--- config.mk ---
export PLATFORM = sky130hd
export DESIGN_NAME = sertx_top
export DESIGN_NICKNAME = d
export VERILOG_FILES = /design/src/rtl/sertx_pkg.sv /design/src/rtl/sertx_ticker.sv /design/src/rtl/sertx_status.sv /design/src/rtl/sertx_shifter.sv /design/src/rtl/sertx_top.sv
export SDC_FILE = /design/constraint.sdc
export NUM_CORES = 1
export LEC_CHECK = 0
export ABC_AREA = 1
export CAP_MARGIN = 15
export CORE_MARGIN = 2
export CORE_UTILIZATION = 35
export CTS_BUF_LIST = sky130_fd_sc_hd__clkbuf_2
export CTS_CLUSTER_SIZE = 25
export DETAILED_ROUTE_END_ITERATION = 6
export GPL_TIMING_DRIVEN = 0
export SLEW_MARGIN = 15
export SYNTH_ARGS = -nofsm -noshare
export SYNTH_HDL_FRONTEND = slang
export SYNTH_SLANG_ARGS = --single-unit
--- constraint.sdc ---
create_clock -name clk_i -period 3.1 [get_ports clk_i]
set_input_delay 0.465 -clock clk_i [delete_from_list [all_inputs] [get_ports clk_i]]
set_output_delay 0.465 -clock clk_i [all_outputs]
set_load 0.02 [all_outputs]
--- src/rtl/sertx_pkg.sv ---
package sertx_pkg;
  localparam int DATA_MAX = 9;
  localparam int FRAME_W  = 1 + DATA_MAX + 1 + 2;
  localparam int LEN_W    = $clog2(FRAME_W + 1);

  typedef enum logic [1:0] {
    PAR_OFF  = 2'd0,
    PAR_RSV  = 2'd1,
    PAR_EVEN = 2'd2,
    PAR_ODD  = 2'd3
  } par_e;

  typedef struct packed {
    logic [2:0] size;
    par_e       par;
    logic       two_stop;
  } fmt_t;

  typedef struct packed {
    logic [FRAME_W-1:0] bits;
    logic [LEN_W-1:0]   len;
  } frame_t;

  function automatic logic [3:0] char_len(logic [2:0] s);
    case (s)
      3'd0:    char_len = 4'd5;
      3'd1:    char_len = 4'd6;
      3'd2:    char_len = 4'd7;
      3'd7:    char_len = 4'd9;
      default: char_len = 4'd8;
    endcase
  endfunction

  // start at bit 0, unused positions stay high (stop / idle)
  function automatic frame_t build_frame(logic [DATA_MAX-1:0] d, fmt_t f);
    frame_t fr;
    logic [3:0] n;
    logic p;
    int pos;
    n       = char_len(f.size);
    fr.bits = '1;
    fr.bits[0] = 1'b0;
    p = (f.par == PAR_ODD);
    for (int i = 0; i < DATA_MAX; i++) begin
      if (i < int'(n)) begin
        fr.bits[1+i] = d[i];
        p = p ^ d[i];
      end
    end
    pos = 1 + int'(n);
    if (f.par[1]) begin
      fr.bits[pos] = p;
      pos = pos + 1;
    end
    pos = pos + (f.two_stop ? 2 : 1);
    fr.len = LEN_W'(pos);
    return fr;
  endfunction
endpackage

--- src/rtl/sertx_ticker.sv ---
module sertx_ticker #(
  parameter int DIV_W = 12,
  parameter int OS_W  = 4
) (
  input  logic             clk_i,
  input  logic             rst_ni,
  input  logic [DIV_W-1:0] div_i,
  input  logic             dbl_i,
  output logic             bit_tick_o
);
  localparam logic [OS_W-1:0] OS_LAST_N = OS_W'(15);
  localparam logic [OS_W-1:0] OS_LAST_D = OS_W'(7);

  logic [DIV_W-1:0] pre_q;
  logic [OS_W-1:0]  os_q;
  logic             os_tick;
  logic [OS_W-1:0]  os_last;
  logic             os_wrap;

  assign os_tick    = (pre_q == '0);
  assign os_last    = dbl_i ? OS_LAST_D : OS_LAST_N;
  assign os_wrap    = (os_q >= os_last);
  assign bit_tick_o = os_tick & os_wrap;

  always_ff @(posedge clk_i or negedge rst_ni) begin
    if (!rst_ni) begin
      pre_q <= '0;
      os_q  <= '0;
    end else begin
      pre_q <= os_tick ? div_i : pre_q - 1'b1;
      if (os_tick) os_q <= os_wrap ? '0 : os_q + 1'b1;
    end
  end
endmodule

--- src/rtl/sertx_status.sv ---
module sertx_status
  import sertx_pkg::*;
(
  input  logic                clk_i,
  input  logic                rst_ni,
  input  logic                tx_en_i,
  input  logic                wr_i,
  input  logic [DATA_MAX-1:0] wr_data_i,
  input  logic                load_i,
  input  logic                frame_end_i,
  input  logic                done_ack_i,
  input  logic                done_clr_i,
  input  logic                empty_ie_i,
  input  logic                done_ie_i,
  output logic                buf_full_o,
  output logic [DATA_MAX-1:0] buf_data_o,
  output logic                empty_o,
  output logic                done_o,
  output logic                empty_irq_o,
  output logic                done_irq_o
);
  logic full_q, done_q, accept;
  logic [DATA_MAX-1:0] data_q;

  assign accept = wr_i & tx_en_i & ~full_q;

  always_ff @(posedge clk_i or negedge rst_ni) begin
    if (!rst_ni) begin
      full_q <= 1'b0;
      data_q <= '0;
      done_q <= 1'b0;
    end else begin
      if (accept) begin
        full_q <= 1'b1;
        data_q <= wr_data_i;
      end else if (load_i) begin
        full_q <= 1'b0;
      end
      if (frame_end_i)                  done_q <= 1'b1;
      else if (done_ack_i | done_clr_i) done_q <= 1'b0;
    end
  end

  assign buf_full_o  = full_q;
  assign buf_data_o  = data_q;
  assign empty_o     = ~full_q;
  assign done_o      = done_q;
  assign empty_irq_o = ~full_q & empty_ie_i;
  assign done_irq_o  = done_q & done_ie_i;
endmodule

--- src/rtl/sertx_shifter.sv ---
module sertx_shifter
  import sertx_pkg::*;
(
  input  logic                clk_i,
  input  logic                rst_ni,
  input  logic                bit_tick_i,
  input  logic                buf_full_i,
  input  logic [DATA_MAX-1:0] buf_data_i,
  input  fmt_t                fmt_i,
  output logic                load_o,
  output logic                frame_end_o,
  output logic                txd_o
);
  logic [FRAME_W-1:0] sh_q;
  logic [LEN_W-1:0]   cnt_q;
  logic               busy_q, last;
  frame_t             nxt;

  always_comb nxt = build_frame(buf_data_i, fmt_i);

  assign last        = (cnt_q == LEN_W'(1));
  assign load_o      = bit_tick_i & buf_full_i & (~busy_q | last);
  assign frame_end_o = bit_tick_i & busy_q & last & ~buf_full_i;
  assign txd_o       = ~busy_q | sh_q[0];

  always_ff @(posedge clk_i or negedge rst_ni) begin
    if (!rst_ni) begin
      sh_q   <= '1;
      cnt_q  <= '0;
      busy_q <= 1'b0;
    end else if (load_o) begin
      sh_q   <= nxt.bits;
      cnt_q  <= nxt.len;
      busy_q <= 1'b1;
    end else if (bit_tick_i && busy_q) begin
      sh_q  <= {1'b1, sh_q[FRAME_W-1:1]};
      cnt_q <= cnt_q - 1'b1;
      if (last) busy_q <= 1'b0;
    end
  end
endmodule

--- src/rtl/sertx_top.sv ---
module sertx_top
  import sertx_pkg::*;
#(
  parameter int DIV_W = 12
) (
  input  logic             clk_i,
  input  logic             rst_ni,
  input  logic             tx_en_i,
  input  logic             dbl_speed_i,
  input  logic [DIV_W-1:0] div_i,
  input  logic [2:0]       char_size_i,
  input  logic [1:0]       parity_i,
  input  logic             two_stop_i,
  input  logic             bit9_i,
  input  logic             wr_i,
  input  logic [7:0]       wr_data_i,
  input  logic             empty_ie_i,
  input  logic             done_ie_i,
  input  logic             done_ack_i,
  input  logic             done_clr_i,
  output logic             txd_o,
  output logic             empty_o,
  output logic             done_o,
  output logic             empty_irq_o,
  output logic             done_irq_o
);
  logic                bit_tick, load, frame_end, buf_full;
  logic [DATA_MAX-1:0] buf_data;
  fmt_t                fmt;

  assign fmt.size     = char_size_i;
  assign fmt.par      = par_e'(parity_i);
  assign fmt.two_stop = two_stop_i;

  sertx_ticker #(.DIV_W(DIV_W)) u_tick (
    .clk_i, .rst_ni, .div_i, .dbl_i(dbl_speed_i), .bit_tick_o(bit_tick)
  );

  sertx_status u_stat (
    .clk_i, .rst_ni, .tx_en_i, .wr_i,
    .wr_data_i  ({bit9_i, wr_data_i}),
    .load_i     (load),
    .frame_end_i(frame_end),
    .done_ack_i, .done_clr_i, .empty_ie_i, .done_ie_i,
    .buf_full_o (buf_full),
    .buf_data_o (buf_data),
    .empty_o, .done_o, .empty_irq_o, .done_irq_o
  );

  sertx_shifter u_shift (
    .clk_i, .rst_ni,
    .bit_tick_i (bit_tick),
    .buf_full_i (buf_full),
    .buf_data_i (buf_data),
    .fmt_i      (fmt),
    .load_o     (load),
    .frame_end_o(frame_end),
    .txd_o
  );
endmodule

==> flow_metrics.env, run 1 <==
export IMPL_num_nets_final=461
export IMPL_postCtsSetupRepairBufs=0
export IMPL_cp_arrival_ns=2.82
export IMPL_first_global_vias=2384
export IMPL_slew_viol_final=0
export IMPL_area_growth_syn_to_layout_pct=22.00
export IMPL_n_antenna_cell=0
export IMPL_routed_wl_um=6180
export IMPL_grt_max_degree=28
export IMPL_synthCells=365
export IMPL_drive_gt1_share_pct=16.91
export IMPL_viasPerCell=4.672
export IMPL_fmax_ghz=0.4054
export IMPL_synth_cell_type_count=39
export IMPL_fin_area_um2=3532
export IMPL_cts_buffers=5
export IMPL_period_minus_slack_ns=2.467
export IMPL_clockRootBuffer="clkbuf_2"
export IMPL_cp_start_kind="input port"
export IMPL_pre_cts_ws_ns=0.1373
export IMPL_gr_total_overflow=0
export IMPL_power_density_nw_per_um2=393.7
export IMPL_antenna_found_initial=0
export IMPL_skew_ns=0.03560
export IMPL_finalCritPeriodShare_pct=79.58
export IMPL_setup_violations=0
export IMPL_relSlewSlack_pct=68.26
export IMPL_syn_area_um2=2895
export IMPL_die_area_um2=9016
export IMPL_yosys_warnings=0
export IMPL_final_hold_violation_count=0
export IMPL_insertion_delay_ns=0.44
export IMPL_core_rowCount=33
export IMPL_cts_tree="built"
export IMPL_crit_slowest_cell="clkdlybuf4s50_1"
export IMPL_detail_route_antenna_nets=0
export IMPL_drt_iter0_drc=72
export IMPL_layout_setup_ws_ns=0.6332
export IMPL_vdd_drop_max_uv=244.5
export IMPL_wl_per_cell_um=11.91
export IMPL_critical_path_required_ns=3.45
export IMPL_outcome="completed"
export IMPL_cp_common_cell="nand2_1"
export IMPL_hpwl_um=4809
export IMPL_synth_seq_cells=45
export IMPL_synthesis_nets=413
export IMPL_avgSynthCellArea_um2=7.932
export IMPL_endpoint_kind="flop"
export IMPL_crit_chain="clkdlybuf4s50_1, nand2_1, nand2_2, a21oi_1, inv_1, ha_1, nand3_1, nand2_1, nand2_1, nand2_1, nand2_1, nand2_1, nand2_1, nand2_2, nand2_1, nand2_1, a21oi_1"
export IMPL_route_detailed_drc=0
export IMPL_hold_path_class="in2async"
export IMPL_place_congestion=0.8265
export IMPL_htreeDepth=2
export IMPL_rsz0062_at_grt="false"
export IMPL_first_pass_iters=4
export IMPL_die_y_um=94.95
export IMPL_route_vias_total=2425
export IMPL_max_cap_violations=0
export IMPL_grt_pass1_wl_um=10610
export IMPL_ctsLongestPathBuffers=2
export IMPL_ys_seq_area_share_pct=39.46
export IMPL_cp_slowest_stage_delay_ns=0.48
export IMPL_cts_sinks=45
export IMPL_critical_path_class="in2reg"
export IMPL_tightest_slew_ns=0.4761
export IMPL_die_w_um=94.95
export IMPL_fp_coreArea_um2=8134
export IMPL_p_leak_uw=0.001637
export IMPL_place_area_um2=3432
export IMPL_grt_use_total_pct=14.92
export IMPL_port_buffers=39
export IMPL_clkTransAtPathRegs_ns=0.26
export IMPL_initial_core_util_pct=35.59
export IMPL_io_pins=41
export IMPL_setup_tns_ns=0
export IMPL_path_max_fanout=8
cell usage in the layout (no fill, tap or decap), types with 2 or more instances in the layout:
cell	Yosys	routed
nand2_1	75	75
inv_1	43	43
nor2_1	42	42
clkdlybuf4s50_1	0	38
a21oi_1	32	32
dfrtp_1	32	32
nand3_1	18	18
o21ai_0	15	15
dfstp_2	13	13
ha_1	11	11
o21ai_1	10	10
nor2_4	8	8
xor2_1	7	7
inv_2	7	7
nor3_1	6	6
o21ai_2	5	5
clkbuf_2	0	5
buf_2	3	4
nand3_4	4	4
nand2_2	3	3
clkinv_2	2	3
xnor2_1	3	3
a21oi_2	3	3
nor2_2	2	2
o22ai_1	2	2
nor3_2	2	2
mux2_2	2	2
nand4_1	2	2
bufinv_16	0	2
final timing paths:
kind	cells past startpoint	slack, ns	end	startpoint
max	17	0.63	u_shift.sh_q[5]	char_size_i[1]
max reg2reg	12	1.17	u_shift.sh_q[5]	u_tick.pre_q[0]
min reg2reg	2	0.48	u_shift.sh_q[0]	u_shift.sh_q[0]
min in group clk_i	2	0.48	u_shift.sh_q[0]	u_shift.sh_q[0]
max in group asynchronous	3	2.01	u_shift.sh_q[5]	rst_ni
min	2	0.47	u_shift.busy_q	rst_ni
report_power, final:
part	internal, uW	switching (uW)	leakage (uW)
sequential	642	66.9	0.000502
combinational	124	138	0.00108
clock	215	203	0.0000529
Yosys cell counts:
cell / n / area share [%]
xnor2_1: 3 / 0.91
mux2_2: 2 / 0.78
buf_6: 1 / 0.39
a21oi_2: 3 / 0.91
nand2_1: 75 / 9.7
o21a_1: 1 / 0.26
inv_1: 43 / 5.6
nand2_4: 1 / 0.39
or2_1: 1 / 0.22
xor2_1: 7 / 2.1
a31oi_1: 1 / 0.22
nor2_1: 42 / 5.4
ha_1: 11 / 4.8
nor3_1: 6 / 1.0
nand4_1: 2 / 0.43
clkinv_1: 1 / 0.13
clkinv_2: 2 / 0.35
a32o_1: 1 / 0.35
o21ai_0: 15 / 2.6
nand4_4: 1 / 0.73
a211oi_1: 1 / 0.26
nand2_2: 3 / 0.65
nor2_4: 8 / 3.1
nand3_4: 4 / 2.4
a21oi_1: 32 / 5.5
nand3_2: 1 / 0.35
nor3_2: 2 / 0.69
o21ai_2: 5 / 1.5
o22ai_1: 2 / 0.43
nor2_8: 1 / 0.69
or2_2: 1 / 0.22
buf_2: 3 / 0.52
nor2_2: 2 / 0.43
dfstp_2: 13 / 12
fa_1: 1 / 0.69
dfrtp_1: 32 / 28
inv_2: 7 / 0.91
o21ai_1: 10 / 1.7
nand3_1: 18 / 3.1
stage by stage:
stage / instances / total power [uW] / hold slack (ns) / utilization, %
floorplan: 365 / 882.8 / 0.1694 / -
global placement: 509 / 973.1 / 0.4564 / 42.01
detailed placement: 510 / 982.9 / 0.4485 / 42.19
CTS: 519 / 1413 / 0.4574 / 43.42
global route: 519 / 1473 / 0.4596 / 43.42
finish: 519 / 1391 / 0.4667 / 43.42
cell type report:
| type | instances | area (um2) |
|---|---|---|
| buffer | 4 | 26.28 |
| clock buffer | 5 | 25.02 |
| clock inverter | 3 | 65.06 |
| fill | 827 | 4602 |
| inverter | 53 | 201.4 |
| multi-input combinational | 263 | 1525 |
| sequential | 45 | 1142 |
| tap | 105 | 131.4 |
| timing repair buffer | 41 | 415.4 |
sequential cells by signal (all words and copies together) (netlist names):
| register | cells |
|---|---|
| u_shift.busy_q | 1 |
| u_shift.cnt_q | 4 |
| u_shift.sh_q | 13 |
| u_stat.buf_data_o | 9 |
| u_stat.buf_full_o | 1 |
| u_stat.done_o | 1 |
| u_tick.os_q | 4 |
| u_tick.pre_q | 12 |
layer usage:
metal / vias to the layer above / wire [um] / GRT usage (%)
met5: - / 0 / 0
li1: 1271 / - / -
met4: 0 / 89 / 4.227
met3: 10 / 222 / 2.873
met2: 39 / 2852 / 25.71
met1: 1105 / 3016 / 19.00
logic make-up (layout without fill, tap and decap cells):
logic type	count (synthesis)	in the layout	synth area share, %
xor gates and xnor gates	10	10	3.025
adders and majority gates	12	12	5.445
DFF	45	45	39.46
muxes	2	2	0.7778
and+or+nand+nor	168	168	29.65
AOI/OAI and AO/OA	71	71	13.79
buffers and inverters	57	106	7.865
what timing repair did:
action                                 CTS  global route
endpoints found under the hold margin   14             0
hold buffers                             1             0
gates resized for setup                  0             0
worst max-delay path, delay by kind of cell:
kind | cells | cell delay, ns
buffers and inverters | 2 | 0.60
AO/OA/AOI/OAI | 2 | 0.38
AND/OR/NAND/NOR | 12 | 1.12
adder cells (fa/ha/maj) | 1 | 0.25
No activity file was read; power rests on OpenSTA's default activity.
==> run 2, diff against run 1 <==
==> constraint.sdc (replaced) <==
create_clock -name clk_i -period 2.5 [get_ports clk_i]
set_input_delay 0.375 -clock clk_i [delete_from_list [all_inputs] [get_ports clk_i]]
set_output_delay 0.375 -clock clk_i [all_outputs]
set_load 0.02 [all_outputs]
==> run 2 against run 1 <==
- first-iteration DRC count rose by 33%
- global-route usage unchanged
- combinational power rose by 25%
- count of clock-buffer cells in the layout is the same
- die area unchanged
- wire length grew 0.29%
- via count is 0.41% higher
- register-to-register slack got worse by 0.60 ns
- cell count is the same
- clock skew barely moved
- sequential share of layout area down 0.091 points
- non-clock buffer count stayed put
- critical endpoint is now u_shift.cnt_q[3]
==> flow_metrics.env, run 2 (synthesis gave the netlist of run 1 again) <==
export IMPL_outcome="completed"
export IMPL_mostFrequentLayoutCell="nand2_1"
export IMPL_skew_ns=0.03561
export IMPL_p_leak_uw=0.001638
export IMPL_power_density_nw_per_um2=487.5
export IMPL_first_global_vias=2384
export IMPL_htreeDepth=2
export IMPL_initial_core_util_pct=35.59
export IMPL_port_buffers=39
export IMPL_grt_use_total_pct=14.92
export IMPL_fillCellCount=825
export IMPL_cp_arrival_ns=2.63
export IMPL_finalCritPeriodShare_pct=90.40
export IMPL_final_cell_mix="74 x nand2_1, 43 x inv_1, 42 x nor2_1, 38 x clkdlybuf4s50_1, 32 x dfrtp_1"
export IMPL_fin_cells=519
export IMPL_holdWs_ns=0.3777
export IMPL_route_vias_total=2435
export IMPL_rsz0062_at_grt="false"
export IMPL_slew_viol_final=0
export IMPL_largest_reg_flops=13
export IMPL_antenna_found_initial=0
export IMPL_gr_total_overflow=0
export IMPL_fmax_ghz=0.4425
export IMPL_largest_register="u_shift.sh_q"
export IMPL_core_rowCount=33
export IMPL_place_area_um2=3432
export IMPL_clockRootBuffer="clkbuf_2"
export IMPL_wl_per_cell_um=11.94
export IMPL_relSlewSlack_pct=68.26
export IMPL_pwr_share_clk_pct=30.1
export IMPL_final_core_util_pct=43.55
export IMPL_die_area_um2=9016
export IMPL_io_pins=41
export IMPL_routed_wl_um=6198
export IMPL_drive_gt1_share_pct=17.63
export IMPL_dp_cells=510
export IMPL_seqPwrFrac_pct=50.9
export IMPL_route_detailed_drc=0
export IMPL_ctsLongestPathBuffers=2
export IMPL_first_pass_iters=4
export IMPL_vdd_drop_max_uv=303.5
export IMPL_cts_sinks=45
export IMPL_cp_start_kind="input port"
export IMPL_setup_violations=0
export IMPL_power_frac_comb_pct=19.0
export IMPL_place_congestion=0.8265
export IMPL_netSwitchingFraction_pct=29.44
export IMPL_fin_area_um2=3542
export IMPL_grt_max_degree=28
export IMPL_area_growth_syn_to_layout_pct=22.34
export IMPL_critical_path_class="in2reg"
export IMPL_viasPerCell=4.692
export IMPL_die_y_um=94.95
export IMPL_hold_path_class="in2async"
export IMPL_cts_tree="built"
export IMPL_n_antenna_cell=0
export IMPL_die_w_um=94.95
export IMPL_internal_power_uw=1218
export IMPL_final_hold_violation_count=0
export IMPL_power_switching_uw=508.5
export IMPL_postCtsSetupRepairBufs=0
export IMPL_period_minus_slack_ns=2.260
export IMPL_clkTransAtPathRegs_ns=0.26
export IMPL_max_cap_violations=0
export IMPL_grt_pass1_wl_um=10610
export IMPL_path_max_fanout=4
export IMPL_drt_iter0_drc=96
export IMPL_hpwl_um=4809
export IMPL_num_nets_final=461
export IMPL_cts_buffers=5
export IMPL_tightest_slew_ns=0.4761
export IMPL_endpoint_kind="flop"
export IMPL_fp_coreArea_um2=8134
export IMPL_insertion_delay_ns=0.43
export IMPL_critical_path_required_ns=2.87
export IMPL_detail_route_antenna_nets=0
## run 2: path summary, 6_finish.rpt
check / slack, ns / from / endpoint / depth (start not counted)
hold / removal: 0.38 / rst_ni / u_shift.busy_q / 2
max in group asynchronous: 1.50 / rst_ni / u_shift.sh_q[5] / 3
min in group clk_i: 0.45 / parity_i[1] / u_shift.sh_q[7] / 6
hold reg to reg: 0.48 / u_shift.sh_q[0] / u_shift.sh_q[0] / 2
setup reg to reg: 0.57 / u_tick.pre_q[0] / u_shift.sh_q[5] / 12
setup / recovery: 0.24 / char_size_i[1] / u_shift.cnt_q[3] / 11
## run 2: stage by stage
step	total power [uW]	setup slack, ns	setup TNS, ns
after floorplan	1095	0.3414	0
after global placement	1207	-0.3621	-12.51
after detailed placement	1219	-0.3727	-3.057
after CTS	1752	0.1448	0
after global routing	1828	0.003886	0
final	1727	0.2400	0
## run 2: final cells by class
class | instances | area (um2) | share of cell area, %
clock buffers | 5 | 25.02 | 0.7065
repair buffers | 41 | 415.4 | 11.73
multi-input cells | 263 | 1535 | 43.34
well taps | 105 | 131.4 | 3.709
flip-flops and latches | 45 | 1142 | 32.25
inverters | 53 | 201.4 | 5.687
plain buffers | 4 | 26.28 | 0.7418
clock inverters | 3 | 65.06 | 1.837
## run 2: per-layer routing
metal,vias to the layer above,part of all wire [%],GRT usage [%]
met3,10,3.7,2.873
met4,0,1.5,4.227
met2,41,46,25.71
met1,1110,49,19.00
li1,1274,-,-
met5,-,0,0
## run 2: power by group through the flow
| stage | Sequential [uW] | Clock, uW | Combinational, uW |
|---|---|---|---|
| 2_1_floorplan | 878 | 0 | 217 |
| 3_3_place_gp | 889 | 0 | 318 |
| 3_5_place_dp | 892 | 0 | 327 |
| 4_1_cts | 881 | 540 | 331 |
| 5_1_grt | 894 | 557 | 378 |
| 6_report | 879 | 520 | 327 |
## run 2: critical path, cell delays in order
cell             delay [ns]
clkdlybuf4s50_1        0.56
nand2_2                0.10
nor2_1                 0.14
a21oi_2                0.07
ha_1                   0.27
o21ai_0                0.29
ha_1                   0.30
a211oi_1               0.30
o21ai_2                0.09
nand2_1                0.06
o21ai_1                0.05
## run 2: repair_timing
| action | 4_1_cts | 5_1_grt |
|---|---|---|
| endpoints found under the hold margin | 14 | 0 |
| gates resized for setup | 0 | 3 |
| hold buffers | 1 | 0 |
| setup endpoints to repair | 0 | 9 |
==> run 3, diff against run 2 <==
--- a/config.mk
+++ b/config.mk
@@ -6,13 +6,14 @@
 export NUM_CORES = 1
 export LEC_CHECK = 0
 export ABC_AREA = 1
-export CAP_MARGIN = 15
+export CAP_MARGIN = 20
 export CORE_MARGIN = 2
 export CORE_UTILIZATION = 35
 export CTS_BUF_LIST = sky130_fd_sc_hd__clkbuf_2
 export CTS_CLUSTER_SIZE = 25
 export DETAILED_ROUTE_END_ITERATION = 6
 export GPL_TIMING_DRIVEN = 0
+export PLACE_DENSITY_LB_ADDON = 0.12
 export SLEW_MARGIN = 15
 export SYNTH_ARGS = -nofsm -noshare
 export SYNTH_HDL_FRONTEND = slang
==> constraint.sdc (replaced) <==
create_clock -name clk_i -period 2.55 [get_ports clk_i]
set_input_delay 0.3825 -clock clk_i [delete_from_list [all_inputs] [get_ports clk_i]]
set_output_delay 0.3825 -clock clk_i [all_outputs]
set_load 0.02 [all_outputs]
==> run 3 against run 2 <==
- total power down 14%
- core utilization down 0.72 points
- first-iteration DRC count unchanged
- non-clock buffer count unchanged
- critical path depth unchanged
- cell count unchanged
- count of clock-buffer cells in the layout unchanged
- wire length up 3.4%
- hold slack better by 0.028 ns
- global-route usage up 0.59 points
- combinational power down 2%
- largest cell class unchanged
==> flow_metrics.env, run 3 (synthesis gave the netlist of run 1 again) <==
export IMPL_cts_buffers=5
export IMPL_htreeDepth=2
export IMPL_largest_register="u_shift.sh_q"
export IMPL_holdWs_ns=0.4058
export IMPL_p_leak_uw=0.001612
export IMPL_cp_arrival_ns=2.68
export IMPL_final_hold_violation_count=0
export IMPL_grt_pass1_wl_um=10860
export IMPL_num_nets_final=461
export IMPL_finalPower_uw=1493
export IMPL_endpoint_kind="flop"
export IMPL_power_density_nw_per_um2=428.6
export IMPL_route_vias_total=2444
export IMPL_postCtsSetupRepairBufs=0
export IMPL_finalCritPeriodShare_pct=91.08
export IMPL_layout_setup_ws_ns=0.2275
export IMPL_fillCellCount=813
export IMPL_port_buffers=39
export IMPL_slew_viol_final=0
export IMPL_skew_ns=0.02248
export IMPL_route_detailed_drc=0
export IMPL_crit_path_end="u_shift.cnt_q[3]"
export IMPL_tightest_slew_ns=0.5118
export IMPL_mostFrequentLayoutCell="nand2_1"
export IMPL_insertion_delay_ns=0.43
export IMPL_final_core_util_pct=42.82
export IMPL_viasPerCell=4.709
export IMPL_max_cap_violations=0
export IMPL_r2r_cells=13
export IMPL_reg2reg_slack_ns=0.60
export IMPL_crit_chain="clkdlybuf4s50_1, inv_1, nor2_1, a21oi_1, ha_1, o21ai_1, ha_1, a211oi_1, o21ai_2, nand2_1, o21ai_1"
export IMPL_antenna_found_initial=0
export IMPL_die_y_um=94.95
export IMPL_die_area_um2=9016
export IMPL_multiInputGateArea_um2=1529
export IMPL_die_w_um=94.95
export IMPL_cp_slowest_stage_delay_ns=0.47
export IMPL_cts_sinks=45
export IMPL_cp_startpoint="char_size_i[2]"
export IMPL_hold_path_class="in2async"
export IMPL_r2r_start="u_tick.pre_q[0]"
export IMPL_period_minus_slack_ns=2.322
export IMPL_gr_total_overflow=0
export IMPL_initial_core_util_pct=35.59
export IMPL_outcome="completed"
export IMPL_drt_iter0_drc=96
export IMPL_cp_start_kind="input port"
export IMPL_setup_violations=0
export IMPL_cts_tree="built"
export IMPL_ctsLongestPathBuffers=2
export IMPL_first_pass_iters=4
export IMPL_grt_use_total_pct=15.51
export IMPL_area_growth_syn_to_layout_pct=20.31
export IMPL_n_antenna_cell=0
export IMPL_io_pins=41
export IMPL_timing_rr_end="u_shift.cnt_q[3]"
export IMPL_first_global_vias=2378
export IMPL_routed_wl_um=6411
export IMPL_relSlewSlack_pct=65.88
export IMPL_wl_per_cell_um=12.35
export IMPL_critical_path_class="in2reg"
export IMPL_hpwl_um=4947
export IMPL_area_sequential_um2=1142
export IMPL_grt_max_degree=26
export IMPL_vdd_drop_max_uv=153.3
export IMPL_clockRootBuffer="clkbuf_2"
export IMPL_critical_path_required_ns=2.91
export IMPL_detail_route_antenna_nets=0
export IMPL_setup_tns_ns=0
export IMPL_clkTransAtPathRegs_ns=0.24
export IMPL_place_congestion=0.8331
export IMPL_drive_gt1_share_pct=16.67
export IMPL_largest_reg_flops=13
export IMPL_path_max_fanout=4
export IMPL_core_rowCount=33
export IMPL_fp_coreArea_um2=8134
export IMPL_fmax_ghz=0.4306
export IMPL_pre_cts_ws_ns=-0.4201
export IMPL_crit_slowest_cell="clkdlybuf4s50_1"
export IMPL_rsz0062_at_grt="false"
export IMPL_final_cell_mix="75 x nand2_1, 43 x inv_1, 42 x nor2_1, 38 x clkdlybuf4s50_1, 32 x dfrtp_1"
[run 3: cell count changes in the layout (fill, tap and decap cells not counted)]
cell,change
a21oi_2,-1
bufinv_16,-2
a21oi_1,+1
clkinv_1,+2
o21ai_1,+1
o21ai_0,-1
nand2_2,-1
nand2_1,+1
[run 3: what timing repair did]
action,in CTS,in global routing
gates resized for setup,0,2
hold buffers,1,0
endpoints found under the hold margin,14,0
endpoints found under the setup margin,0,4
[run 3: metrics by stage]
stage	cells	area, um2
final	519	3483
after global routing	519	3483
after CTS	519	3480
after detailed placement	510	3432
after global placement	509	3417
after floorplan	365	2895
[run 3: critical path: cells and delay by family]
family	cells	cell delay (ns)
buf+inv	2	0.62
fa+ha+maj	2	0.59
compound gates	5	0.96
simple gates	2	0.12
[run 3: final cells by class]
| cell class | instances | share of cell area (%) |
|---|---|---|
| clock buffer | 5 | 0.7184 |
| inverter | 53 | 5.783 |
| sequential | 45 | 32.79 |
| tap | 105 | 3.772 |
| clock inverter | 3 | 0.3592 |
| timing repair buffer | 41 | 11.93 |
| multi-input combinational | 263 | 43.89 |
| buffer | 4 | 0.7543 |
[run 3: layer usage]
layer,GRT usage [%],up-vias,share of wire (%)
li1,-,1273,-
met1,19.46,1101,47
met2,26.06,57,46
met3,3.113,13,4.5
met4,6.280,0,2.6
met5,0,-,0
[run 3: worst min-delay path by stage]
stage | startpoint | end | slack [ns] | cells after the start
floorplan | rst_ni | u_shift.busy_q | 0.09 | 0
global placement | u_shift.sh_q[0] | u_shift.sh_q[0] | 0.46 | 2
detailed placement | rst_ni | u_tick.pre_q[10] | 0.39 | 1
CTS | rst_ni | u_stat.buf_data_o[4] | 0.41 | 2
global route | rst_ni | u_stat.buf_data_o[4] | 0.41 | 2
finish | rst_ni | u_tick.pre_q[6] | 0.41 | 2
[run 3: where the power goes]
part           switching (uW)  total (uW)  internal, uW
registers                81.3         862           781
clock network             249         309          60.0
logic                     171         322           151
total                     501        1490           992
